<file path="config.mk">
export PLATFORM = sky130hd
export DESIGN_NAME = dbg_brk_ctrl
export DESIGN_NICKNAME = d
export VERILOG_FILES = /design/src/rtl/dbg_brk_pkg.sv /design/src/rtl/dbg_trig_seq.sv /design/src/rtl/dbg_brk_route.sv /design/src/rtl/dbg_brk_ctrl.sv
export SDC_FILE = /design/constraint.sdc
export NUM_CORES = 1
export LEC_CHECK = 0
export ABC_AREA = 0
export BUFFER_PORTS_ARGS = -buffer_cell sky130_fd_sc_hd__buf_4
export CORE_AREA = 2 2 39 41
export DETAILED_ROUTE_END_ITERATION = 10
export DIE_AREA = 0 0 41 43
export SETUP_SLACK_MARGIN = 0.15
export SLEW_MARGIN = 20
export SYNTH_ARGS = -nofsm -noshare
export SYNTH_HDL_FRONTEND = slang
export SYNTH_HIERARCHICAL = 1
export SYNTH_SLANG_ARGS = --single-unit
</file>
<file path="constraint.sdc">
create_clock -name clk -period 3.2 [get_ports clk]
set_input_delay 0.64 -clock clk [delete_from_list [all_inputs] [get_ports clk]]
set_output_delay 0.64 -clock clk [all_outputs]
set_load 0.02 [all_outputs]
</file>
<file path="src/rtl/dbg_brk_pkg.sv">
package dbg_brk_pkg;

    typedef enum logic [1:0] {
        SEQ_WAIT    = 2'd0,
        SEQ_CAPTURE = 2'd1,
        SEQ_DONE    = 2'd2
    } seq_state_e;

    typedef enum logic [1:0] {
        RT_NONE = 2'd0,
        RT_SWI  = 2'd1,
        RT_BGD  = 2'd2
    } route_e;

    typedef struct packed {
        logic start;
        logic stop;
        logic brk;
    } trig_evt_t;

    // Destination of a breakpoint under the current debug configuration
    function automatic route_e resolve_route(
        input logic brk_en,
        input logic to_bgd,
        input logic bgd_enabled,
        input logic bgd_active
    );
        if (!brk_en || bgd_active)
            return RT_NONE;
        else if (to_bgd && bgd_enabled)
            return RT_BGD;
        else
            return RT_SWI;
    endfunction

endpackage

</file>
<file path="src/rtl/dbg_trig_seq.sv">
module dbg_trig_seq
    import dbg_brk_pkg::*;
(
    input  logic clk,
    input  logic rst,
    input  logic arm,
    input  logic force_trig,
    input  logic cmp_hit,
    input  logic bgd_active,
    input  logic trace_en,
    input  logic trig_at_end,
    input  logic buf_full,
    output logic trace_start,
    output logic trace_stop,
    output logic brk_evt
);

    seq_state_e st, st_nx;
    trig_evt_t  evt;
    logic       hit;

    always_comb begin
        hit   = force_trig | (cmp_hit & ~bgd_active);
        st_nx = st;
        evt   = '0;
        case (st)
            SEQ_WAIT: begin
                if (hit) begin
                    if (!trace_en) begin
                        st_nx   = SEQ_DONE;
                        evt.brk = 1'b1;
                    end else if (!trig_at_end) begin
                        st_nx     = SEQ_CAPTURE;
                        evt.start = 1'b1;
                    end else begin
                        st_nx    = SEQ_DONE;
                        evt.stop = 1'b1;
                        evt.brk  = 1'b1;
                    end
                end
            end
            SEQ_CAPTURE: begin
                if (buf_full) begin
                    st_nx    = SEQ_DONE;
                    evt.stop = 1'b1;
                    evt.brk  = 1'b1;
                end
            end
            default: ;
        endcase
        if (!arm) begin
            st_nx = SEQ_WAIT;
            evt   = '0;
        end
    end

    assign brk_evt = evt.brk;

    always_ff @(posedge clk) begin
        if (rst) begin
            st          <= SEQ_WAIT;
            trace_start <= 1'b0;
            trace_stop  <= 1'b0;
        end else begin
            st          <= st_nx;
            trace_start <= evt.start;
            trace_stop  <= evt.stop;
        end
    end

    // a running capture never restarts
    p_no_restart_r6: assert property (@(posedge clk) disable iff (rst)
        (st == SEQ_CAPTURE) |=> !trace_start);

    // capture only stops when the buffer fills
    p_hold_capture_r1: assert property (@(posedge clk) disable iff (rst)
        (st == SEQ_CAPTURE && arm && !buf_full) |=> !trace_stop);

    // comparator matches do not leave the waiting state during debug mode
    p_cmp_masked_r7: assert property (@(posedge clk) disable iff (rst)
        (st == SEQ_WAIT && arm && bgd_active && !force_trig) |=> (st == SEQ_WAIT));

    // disarming silences the strobes
    p_disarm_quiet_r11: assert property (@(posedge clk) disable iff (rst)
        !arm |=> (!trace_start && !trace_stop && st == SEQ_WAIT));

endmodule

</file>
<file path="src/rtl/dbg_brk_route.sv">
module dbg_brk_route
    import dbg_brk_pkg::*;
(
    input  logic clk,
    input  logic rst,
    input  logic arm,
    input  logic brk_evt,
    input  logic brk_en,
    input  logic to_bgd,
    input  logic bgd_enabled,
    input  logic bgd_active,
    input  logic user_swi,
    output logic brk_swi,
    output logic brk_bgd
);

    route_e rt;
    logic   pend, pend_now, pend_nx;
    logic   swi_nx, bgd_nx;

    always_comb begin
        rt       = resolve_route(brk_en, to_bgd, bgd_enabled, bgd_active);
        pend_now = pend | (brk_evt & brk_en);
        pend_nx  = pend_now;
        swi_nx   = 1'b0;
        bgd_nx   = 1'b0;
        if (!arm) begin
            pend_nx = 1'b0;
        end else begin
            case (rt)
                RT_BGD: begin
                    if (pend_now) begin
                        bgd_nx  = 1'b1;
                        pend_nx = 1'b0;
                    end
                end
                RT_SWI: begin
                    if (pend_now && !user_swi) begin
                        swi_nx  = 1'b1;
                        pend_nx = 1'b0;
                    end
                end
                default: begin
                    if (!brk_en)
                        pend_nx = 1'b0;
                end
            endcase
        end
    end

    always_ff @(posedge clk) begin
        if (rst) begin
            pend    <= 1'b0;
            brk_swi <= 1'b0;
            brk_bgd <= 1'b0;
        end else begin
            pend    <= pend_nx;
            brk_swi <= swi_nx;
            brk_bgd <= bgd_nx;
        end
    end

    // the two requests are exclusive
    p_exclusive_r12: assert property (@(posedge clk) disable iff (rst)
        !(brk_swi && brk_bgd));

    // each request lasts one cycle
    p_pulse_r12: assert property (@(posedge clk) disable iff (rst)
        (brk_swi || brk_bgd) |=> (!brk_swi && !brk_bgd));

    // nothing is delivered while debug mode runs
    p_quiet_active_r9: assert property (@(posedge clk) disable iff (rst)
        bgd_active |=> (!brk_swi && !brk_bgd));

    // disabled breakpoints never reach the outputs
    p_disabled_r3: assert property (@(posedge clk) disable iff (rst)
        !brk_en |=> (!brk_swi && !brk_bgd));

    // a user software interrupt holds back the software breakpoint
    p_swi_defer_r10: assert property (@(posedge clk) disable iff (rst)
        user_swi |=> !brk_swi);

    // disarming drops any pending request
    p_disarm_clear_r11: assert property (@(posedge clk) disable iff (rst)
        !arm |=> (!pend && !brk_swi && !brk_bgd));

endmodule

</file>
<file path="src/rtl/dbg_brk_ctrl.sv">
module dbg_brk_ctrl
    import dbg_brk_pkg::*;
(
    input  logic clk,
    input  logic rst,
    input  logic arm,
    input  logic force_trig,
    input  logic trace_en,
    input  logic trig_at_end,
    input  logic cmp_hit,
    input  logic buf_full,
    input  logic brk_en,
    input  logic to_bgd,
    input  logic bgd_enabled,
    input  logic bgd_active,
    input  logic user_swi,
    output logic trace_start,
    output logic trace_stop,
    output logic brk_swi,
    output logic brk_bgd
);

    logic brk_evt;

    dbg_trig_seq u_seq (
        .clk         (clk),
        .rst         (rst),
        .arm         (arm),
        .force_trig  (force_trig),
        .cmp_hit     (cmp_hit),
        .bgd_active  (bgd_active),
        .trace_en    (trace_en),
        .trig_at_end (trig_at_end),
        .buf_full    (buf_full),
        .trace_start (trace_start),
        .trace_stop  (trace_stop),
        .brk_evt     (brk_evt)
    );

    dbg_brk_route u_route (
        .clk         (clk),
        .rst         (rst),
        .arm         (arm),
        .brk_evt     (brk_evt),
        .brk_en      (brk_en),
        .to_bgd      (to_bgd),
        .bgd_enabled (bgd_enabled),
        .bgd_active  (bgd_active),
        .user_swi    (user_swi),
        .brk_swi     (brk_swi),
        .brk_bgd     (brk_bgd)
    );

    // a stop strobe with a delivered breakpoint never carries a start
    p_stop_start_r2: assert property (@(posedge clk) disable iff (rst)
        (trace_stop && (brk_swi || brk_bgd)) |-> !trace_start);

endmodule

</file>
# After elaboration in Yosys (flattened, before gate mapping)

Cells that the tools add are included.
Widths: inputs -> output; s select.

Register bits: 7
Input bits: 13
Output and inout port bits: 4
Word-level logic and storage cells: 54

Equal/unequal tests: 5
Muxes and demuxes: 20
Bitwise logic cells: 11
Reductions and logical operators: 12

Operators with widths:

| cell               | count |
|---|---|
| $mux 2             | 9 |
| $pmux 2 s2         | 2 |
| $mux 1             | 7 |
| $not 1->1          | 7 |
| $reduce_or 3->1    | 2 |
| $reduce_or 5->1    | 1 |
| $eq 2x1->1 const B | 2 |
| $mux 3             | 1 |
| $reduce_and 3->1   | 1 |
| $and 1x1->1        | 2 |
| $eq 2x2->1 const B | 1 |
| $logic_and 1x1->1  | 2 |
| $logic_not 1->1    | 2 |
| $logic_not 2->1    | 1 |
| $ne 2x1->1 const B | 1 |
| $ne 2x2->1 const B | 1 |
| $or 1x1->1         | 2 |
| $pmux 1 s2         | 1 |
| $reduce_bool 2->1  | 1 |
| $reduce_or 2->1    | 1 |
| $logic_or 1x1->1   | 1 |

# Depth between registers and ports, before layout

Gate-level depths: netlist of the first run.

Word-level depth: 11
Mapped depth: 5
Gate-level depth less buffers: 5

# Modules after synthesis

The synthesis of the first run kept the hierarchy.

Modules (own cells, without submodules):

| module        | instances | cells each | area an instance (um2) | sequential area each (um2) |
|---|---|---|---|---|
| dbg_trig_seq  | 1         | 22         | 193.9                  | 80.1 |
| dbg_brk_route | 1         | 12         | 142.6                  | 60.1 |

# Least setup slack after synthesis of the first run

Ideal clock, no wire load.

Kind: input to register
Start point: in cmp_hit
End point: reg u_route.brk_swi
Library setup time: 0.088 ns
Data arrival time: 1.471 ns
Required time: 3.112 ns
Path slack: 1.641 ns
Cell stages on the path: 5
Buffers on the path: 0
Path through: nor2b_2 > o221ai_1 > a21oi_1 > o21bai_4 > nor4_2

Cells in the longest elaborated chain, start to end: 9

RTL lines:

| what                   | line                | RTL |
|---|---|---|
| start: declaration     | dbg_brk_ctrl.sv:10  | `input logic cmp_hit,` |
| $and 1x1->1            | dbg_trig_seq.sv:23  | `hit = force_trig \| (cmp_hit & ~bgd_active);` |
| $or 1x1->1             | dbg_trig_seq.sv:23  |  |
| $mux 3                 | dbg_trig_seq.sv:28  | `if (hit) begin` |
| $pmux 2 s2             | dbg_trig_seq.sv:26  | `case (st)` |
| $mux 1                 | dbg_trig_seq.sv:51  | `if (!arm) begin` |
| net brk_evt            | dbg_brk_ctrl.sv:23  | `logic brk_evt;` |
| $and 1x1->1            | dbg_brk_route.sv:23 | `pend_now = pend \| (brk_evt & brk_en);` |
| $or 1x1->1             | dbg_brk_route.sv:23 |  |
| $logic_and 1x1->1      | dbg_brk_route.sv:38 | `if (pend_now && !user_swi) begin` |
| $mux 1                 | dbg_brk_route.sv:38 |  |
| end signal: assignment | dbg_brk_route.sv:58 | `brk_swi <= swi_nx;` |
| end: declaration       | dbg_brk_route.sv:13 | `output logic brk_swi,` |

The timed path passes the listed nets, and every way through them passes these cells.
A chain may end at the register's enable or synchronous reset.

# Final worst setup path of the first run

Start point: in bgd_active
End point: reg u_route.brk_swi

Cells in the longest elaborated chain, start to end: 10
Elaborated cells between the ends (all ways): 15
Classes of those cells: 1 x eq/ne; 5 x mux; 6 x bitwise; 3 x reduce/logical

RTL lines:

| what               | line                | RTL |
|---|---|---|
| start: declaration | dbg_brk_ctrl.sv:15  | `input logic bgd_active,` |
| $not 1->1          | dbg_trig_seq.sv:23  |  |
| $and 1x1->1        | dbg_trig_seq.sv:23  |  |
| $or 1x1->1         | dbg_trig_seq.sv:23  |  |
| $mux 3             | dbg_trig_seq.sv:28  |  |
| $pmux 2 s2         | dbg_trig_seq.sv:26  |  |
| $mux 1             | dbg_trig_seq.sv:51  |  |
| net brk_evt        | dbg_brk_ctrl.sv:23  |  |
| $and 1x1->1        | dbg_brk_route.sv:23 |  |
| $or 1x1->1         | dbg_brk_route.sv:23 |  |
| $logic_and 1x1->1  | dbg_brk_route.sv:38 |  |
| $mux 1             | dbg_brk_route.sv:38 |  |

The timed path passes the listed nets, and every way through them passes these cells.

==> results of run 1 <==
## flip-flops by register name, indices dropped and copies added (netlist names)
name	flops
u_seq/st	2
u_route/pend	1
u_seq/trace_stop	1
u_route/brk_swi	1
u_seq/trace_start	1
u_route/brk_bgd	1
## routing by layer
layer,GRT usage (%),vias up,routed length [µm]
li1,-,161,-
met1,13.6,122,335
met2,9.06,8,279
met3,1.57,0,26
met4,10.0,0,0
met5,0,-,0
## worst max-delay path: cells and delay by family
kind	cells	cell delay (ps)
buffers and inverters	1	120
AO/OA/AOI/OAI	3	520
AND/OR/NAND/NOR	2	380
## final cells by class
type                            count  share of cell area, %
Clock buffer                        4                   5.22
Timing Repair Buffer               16                   23.9
Inverter                            4                   2.99
Multi-Input combinational cell     23                   36.1
Sequential cell                     7                   27.9
Tap cell                           16                   3.98
## power breakdown
part	total, W	switching [W]	internal [W]
logic	0.0000308	0.0000130	0.0000178
registers	0.0000910	0.00000173	0.0000893
clock network	0.0000758	0.0000285	0.0000473
total	0.000198	0.0000432	0.000154
## cell usage in the layout, fill, tap and decap left out, drive strengths merged, types with 2 or more instances in the layout
cell type / synthesis / final
inv: 4 / 4
clkbuf: 0 / 4
dfxtp: 7 / 7
a211oi: 2 / 2
buf: 0 / 16
nand2b: 2 / 2
o21ai: 2 / 2
a21oi: 4 / 4
nand2: 2 / 2
## cell families after synthesis
| logic type | after synthesis | share of synthesized area [%] |
|---|---|---|
| AO/OA/AOI/OAI | 12 | 29.7 |
| flip-flops | 7 | 41.6 |
| buffers and inverters | 4 | 4.46 |
| AND/OR/NAND/NOR | 11 | 24.2 |
## per-stage QoR
step	util (%)	std cells	total power, W	hold slack (ps)	cell area, µm²
global route	36.3	70	0.000212	556	503
floorplan	-	34	0.000107	466	337
finish	36.3	70	0.000198	528	503
detailed placement	34.4	66	0.000124	513	477
CTS	36.3	70	0.000201	535	503
global placement	34.4	66	0.000124	519	477
## worst max-delay path by stage
stage	start	endpoint	slack, ps	cells past startpoint
after global placement	bgd_active	u_route/brk_swi	1430	6
after global routing	bgd_active	u_route/brk_swi	1610	6
after CTS	bgd_active	u_route/brk_swi	1680	6
final	bgd_active	u_route/brk_swi	1700	6
after detailed placement	bgd_active	u_route/brk_swi	1430	6
after floorplan	cmp_hit	u_route/brk_swi	1640	5
==> out/results.tsv, run 1 <==
stage	metric	value	unit
status	outcome	finished clean	
route	drtIter0Drc	2	
setup_path	worstSetupPathType	primary input to register	
final_layout	n_fill_cell	155	
yosys	syn-cell-area	337	µm²
route	vias	291	
timing	worst_slack	1700	ps
yosys	yosys.area.top_type_share	41.6	%
clock_tree	cts_hold_buffers	0	
floorplan	die_y	43	µm
yosys	synth_seq_area_share	41.6	%
clock_tree	cts_buffers	3	
setup_path	endpoint_kind	register	
clock_tree	htreeDepth	1	
floorplan	core	1380	µm²
route	drc	0	
yosys	synth_nets	47	
timing	setup_viol	0	
timing	fmax	0.665	GHz
final_layout	multiInputGateArea	181	µm²
pwr	p_leak	0.210	nW
timing	slew_violations	0	
pwr	vdd_drop_max	0.115	mV
route	wl_per_cell	9.17	µm
timing	fin_setup_tns	0	ps
yosys	synth-seq-cells	7	
yosys	synth_top_flop_cell	dfxtp_1	
placement	dp_slack	1430	ps
route	final_antenna_net_count	0	
setup_path	r2r-end	u_route/brk_swi	
clock_tree	cts.repair.resized	0	
clock_tree	cts_sinks	7	
setup_path	rrSetupSlack	1950	ps
final_layout	regArea	140	µm²
global_routing	grt_usage	8.95	%
route	routed_via_density	4.16	
clock_tree	clk_pin_slew	50	ps
yosys	synth_common_cells	dfxtp_1 (7), inv_1 (4), a21oi_1 (3)	
min_path	min_path_cells	1	
timing	grt_setup_unrepaired	false	
timing	finalCritPeriodShare	47.0	%
yosys	synth_edf_count	0	
yosys	ys_types	21	
timing	hold_viol	0	
clock_tree	cts_root_buf	clkbuf_4	
setup_path	crit_slowest_cell	a21oi_1	
floorplan	row_count	14	
placement	io_buffers	16	
yosys	synth_cells	34	
yosys	post-synth-top-area-cell	dfxtp_1	
placement	dp_hpwl	528	µm
yosys	synth_async_sr_flop_share	0	%
min_path	min-delay-start	u_seq/st[1]	
pwr	power.density	393	nW/µm²
floorplan	initial_core_util	24.3	%
route	first_pass_iters	3	
timing	worst_slew_pin_slew	241	ps
global_routing	overflow	0	
yosys	ys_warn_count	6	
global_routing	grt_pass1_vias	267	
floorplan	die_w	41	µm
setup_path	crit_chain	buf_4, nor2b_2, o221ai_1, a21oi_1, o21bai_4, nor4_2	
timing	clock_skew	2.72	ps
setup_path	cp.arrival	1660	ps
final_layout	nets	68	
yosys	syn_area_per_cell	9.90	µm²
yosys	yosysMostFrequentCell	dfxtp_1	
global_routing	grt_max_degree	6	
clock_tree	cts_setup_buffers	0	
yosys	synth_area_leaders	dfxtp_1 (42%), o21bai_4 (5.6%), a21oi_1 (4.5%)	
placement	gp_congestion	0.689	
setup_path	cp_max_fo	3	
clock_tree	cts_tree	done	
floorplan	dieArea	1760	µm²
setup_path	critPathMaxStageDelay	270	ps
global_routing	antenna_found_initial	0	
clock_tree	cts_buffer_depth	2	
min_path	min_to	u_seq/trace_stop	
final_layout	syn_to_final_growth	49.4	%
floorplan	io-pin-count	17	
global_routing	grt_pass1_wl	1020	µm
timing	post-route-min-period	1500	ps
run	drv_cap	0	
clock_tree	clk_latency	240	ps
min_path	min_path_type	register to register	
final_layout	insertedDiodeCount	0	
setup_path	start_kind	primary input	
setup_path	reg2reg_from	u_seq/st[0]	
timing	max_slew_margin	84.0	%
final_layout	drive_gt1_share	46.3	%
route	drt-total-wl	642	µm
setup_path	ff2ff_path_depth	5	
setup_path	critPathRequiredTime	3350	ps
(Power assumes the default switching activity.)
==> inputs of run 2 (changes only) <==
==> constraint.sdc (replaced) <==
create_clock -name clk -period 1.4 [get_ports clk]
set_input_delay 0.28 -clock clk [delete_from_list [all_inputs] [get_ports clk]]
set_output_delay 0.28 -clock clk [all_outputs]
set_load 0.02 [all_outputs]
==> run 2 against run 1 <==
Critical path depth down 1. Clock power rose by 130%. Register-to-register slack lost 1700 ps. Clock skew down 1.2 ps. Non-clock buffer count up 1. Critical endpoint unchanged. Clock-buffer cell count unchanged. Via count rose by 8.9%. Setup slack lost 1400 ps. Wire length rose by 1.7%. Total power up 130%. Hold slack lost 320 ps. Cell area increased by 3.5%.
==> out/results.tsv, run 2 (synthesized netlist as in run 1, its figures left out) <==
stage	metric	value	unit	change
route	vias	317		+8.9%
placement	dp_cells	67		+1.5%
final_layout	final_cell_mix	buf_4 (17), dfxtp_1 (7), inv_1 (4)		
pwr	intPower	0.000356	W	+130%
min_path	min_path_type	primary input to register		
setup_path	endpoint_kind	register		
placement	gp_congestion	0.741		+7.6%
final_layout	insertedDiodeCount	0		unchanged
timing	clock_skew	1.54	ps	-1.18 ps
clock_tree	cts_buffers	3		unchanged
setup_path	worstSetupPathType	register to register		
final_layout	drive_gt1_share	50.9	%	+4.6 points
pwr	switching_power	0.000101	W	+130%
pwr	clock_power_share	37.7	%	-0.7 points
timing	max_slew_margin	85.2	%	+1.3 points
pwr	power.density	879	nW/µm²	+120%
setup_path	cp.arrival	1300	ps	-360 ps
placement	io_buffers	16		unchanged
final_layout	stdcell_count	71		+1.4%
floorplan	row_count	14		unchanged
pwr	pwr-share-comb	16.8	%	+1.2 points
global_routing	grt_max_degree	6		unchanged
setup_path	start_kind	register		
global_routing	grt_pass1_wl	952	µm	-6.8%
floorplan	core	1380	µm²	unchanged
setup_path	cp_max_fo	5		+2
clock_tree	cts_hold_buffers	0		unchanged
run	drv_cap	0		unchanged
pwr	p_leak	0.216	nW	+2.9%
floorplan	initial_core_util	24.3	%	unchanged
timing	slew_violations	0		unchanged
clock_tree	cts_tree	done		
pwr	vdd_drop_max	0.304	mV	+160%
status	outcome	finished clean		
timing	fmax	0.872	GHz	
clock_tree	clk_pin_slew	50	ps	about the same
global_routing	grt_pass1_vias	244		-8.6%
floorplan	io-pin-count	17		unchanged
setup_path	critPathRequiredTime	1550	ps	-1800 ps
timing	post-route-min-period	1150	ps	
timing	hold_viol	0		unchanged
clock_tree	htreeDepth	1		unchanged
route	first_pass_iters	4		+1
timing	setup_viol	0		unchanged
route	drc	0		unchanged
timing	worst_slew_pin_slew	220	ps	-20.5 ps
global_routing	antenna_found_initial	0		unchanged
route	drt-total-wl	653	µm	+1.7%
timing	finalCritPeriodShare	82.0	%	
clock_tree	cts_buffer_depth	2		unchanged
timing	grt_setup_unrepaired	false		
floorplan	die_y	43	µm	unchanged
route	routed_via_density	4.46		+7.4%
pwr	switching_share	22.1	%	+0.29 points
global_routing	grt_usage	7.85	%	-1.1 points
final_layout	nets	69		+1.5%
clock_tree	cts_sinks	7		unchanged
final_layout	largest-register	u_seq/st		
timing	fin_setup_tns	0	ps	unchanged
final_layout	final_common_cell	buf_4		
route	drtIter0Drc	10		+8
final_layout	syn_to_final_growth	54.6	%	
global_routing	overflow	0		unchanged
pwr	seqPwrFrac	45.5	%	-0.6 points
floorplan	dieArea	1760	µm²	unchanged
clock_tree	cts_root_buf	clkbuf_4		
clock_tree	clk_latency	240	ps	about the same
route	wl_per_cell	9.20	µm	+0.28%
route	final_antenna_net_count	0		unchanged
floorplan	die_w	41	µm	unchanged
final_layout	largest_reg_flops	2		unchanged
placement	dp_hpwl	527	µm	-0.17%
run 2: worst max-delay path, cell delays in order (launching register included):
cell	delay, ps
dfxtp_1	350
inv_1	100
o221ai_2	110
a21oi_2	180
o21bai_4	90
nor4_2	240
run 2: metal layers:
layer  global-route usage, %  part of all wire, %
met3                    2.09                  6.6
met5                       0                    0
met2                    8.75                   43
met4                    6.00                    0
met1                    12.0                   51
run 2: power groups by stage:
| stage | logic [W] | registers [W] | clock network [W] |
|---|---|---|---|
| floorplan | 0.0000310 | 0.000213 | 0 |
| global placement | 0.0000730 | 0.000212 | 0 |
| detailed placement | 0.0000730 | 0.000212 | 0 |
| global route | 0.0000835 | 0.000208 | 0.000187 |
| CTS | 0.0000750 | 0.000208 | 0.000177 |
| finish | 0.0000767 | 0.000208 | 0.000173 |
run 2: stage by stage:
| step | hold WS, ps | total power (W) | worst slack, ps | cell area [µm²] | utilization [%] |
|---|---|---|---|---|---|
| after global placement | 457 | 0.000285 | 34.2 | 484 | 35.0 |
| after CTS | 205 | 0.000460 | 175 | 514 | 37.2 |
| after global routing | 213 | 0.000479 | 158 | 520 | 37.6 |
| final | 209 | 0.000457 | 253 | 520 | 37.6 |
| after floorplan | 351 | 0.000244 | 201 | 337 | - |
| after detailed placement | 457 | 0.000285 | 5.11 | 484 | 35.0 |
run 2: final cells by class:
cell class,instances,area [µm²]
inverter,4,15.0
timing repair buffer,17,128
sequential,7,140
fill,151,863
multi-input combinational,23,191
clock buffer,4,26.3
tap,16,20.0
run 2: path summary, 6_finish.rpt:
kind / startpoint / endpoint / slack, ps / cells after the start
worst max register to register: u_seq/st[0] / u_route/brk_swi / 250 / 5
worst min-delay path: user_swi / u_route/brk_swi / 210 / 2
worst max-delay path: u_seq/st[0] / u_route/brk_swi / 250 / 5
worst min register to register: u_seq/st[1] / u_seq/trace_stop / 540 / 1
run 2: what timing repair did:
item,in CTS,in global routing
setup endpoints to repair,1,2
pin swaps,0,1
buffers inserted,0,0
gates resized for setup,1,1
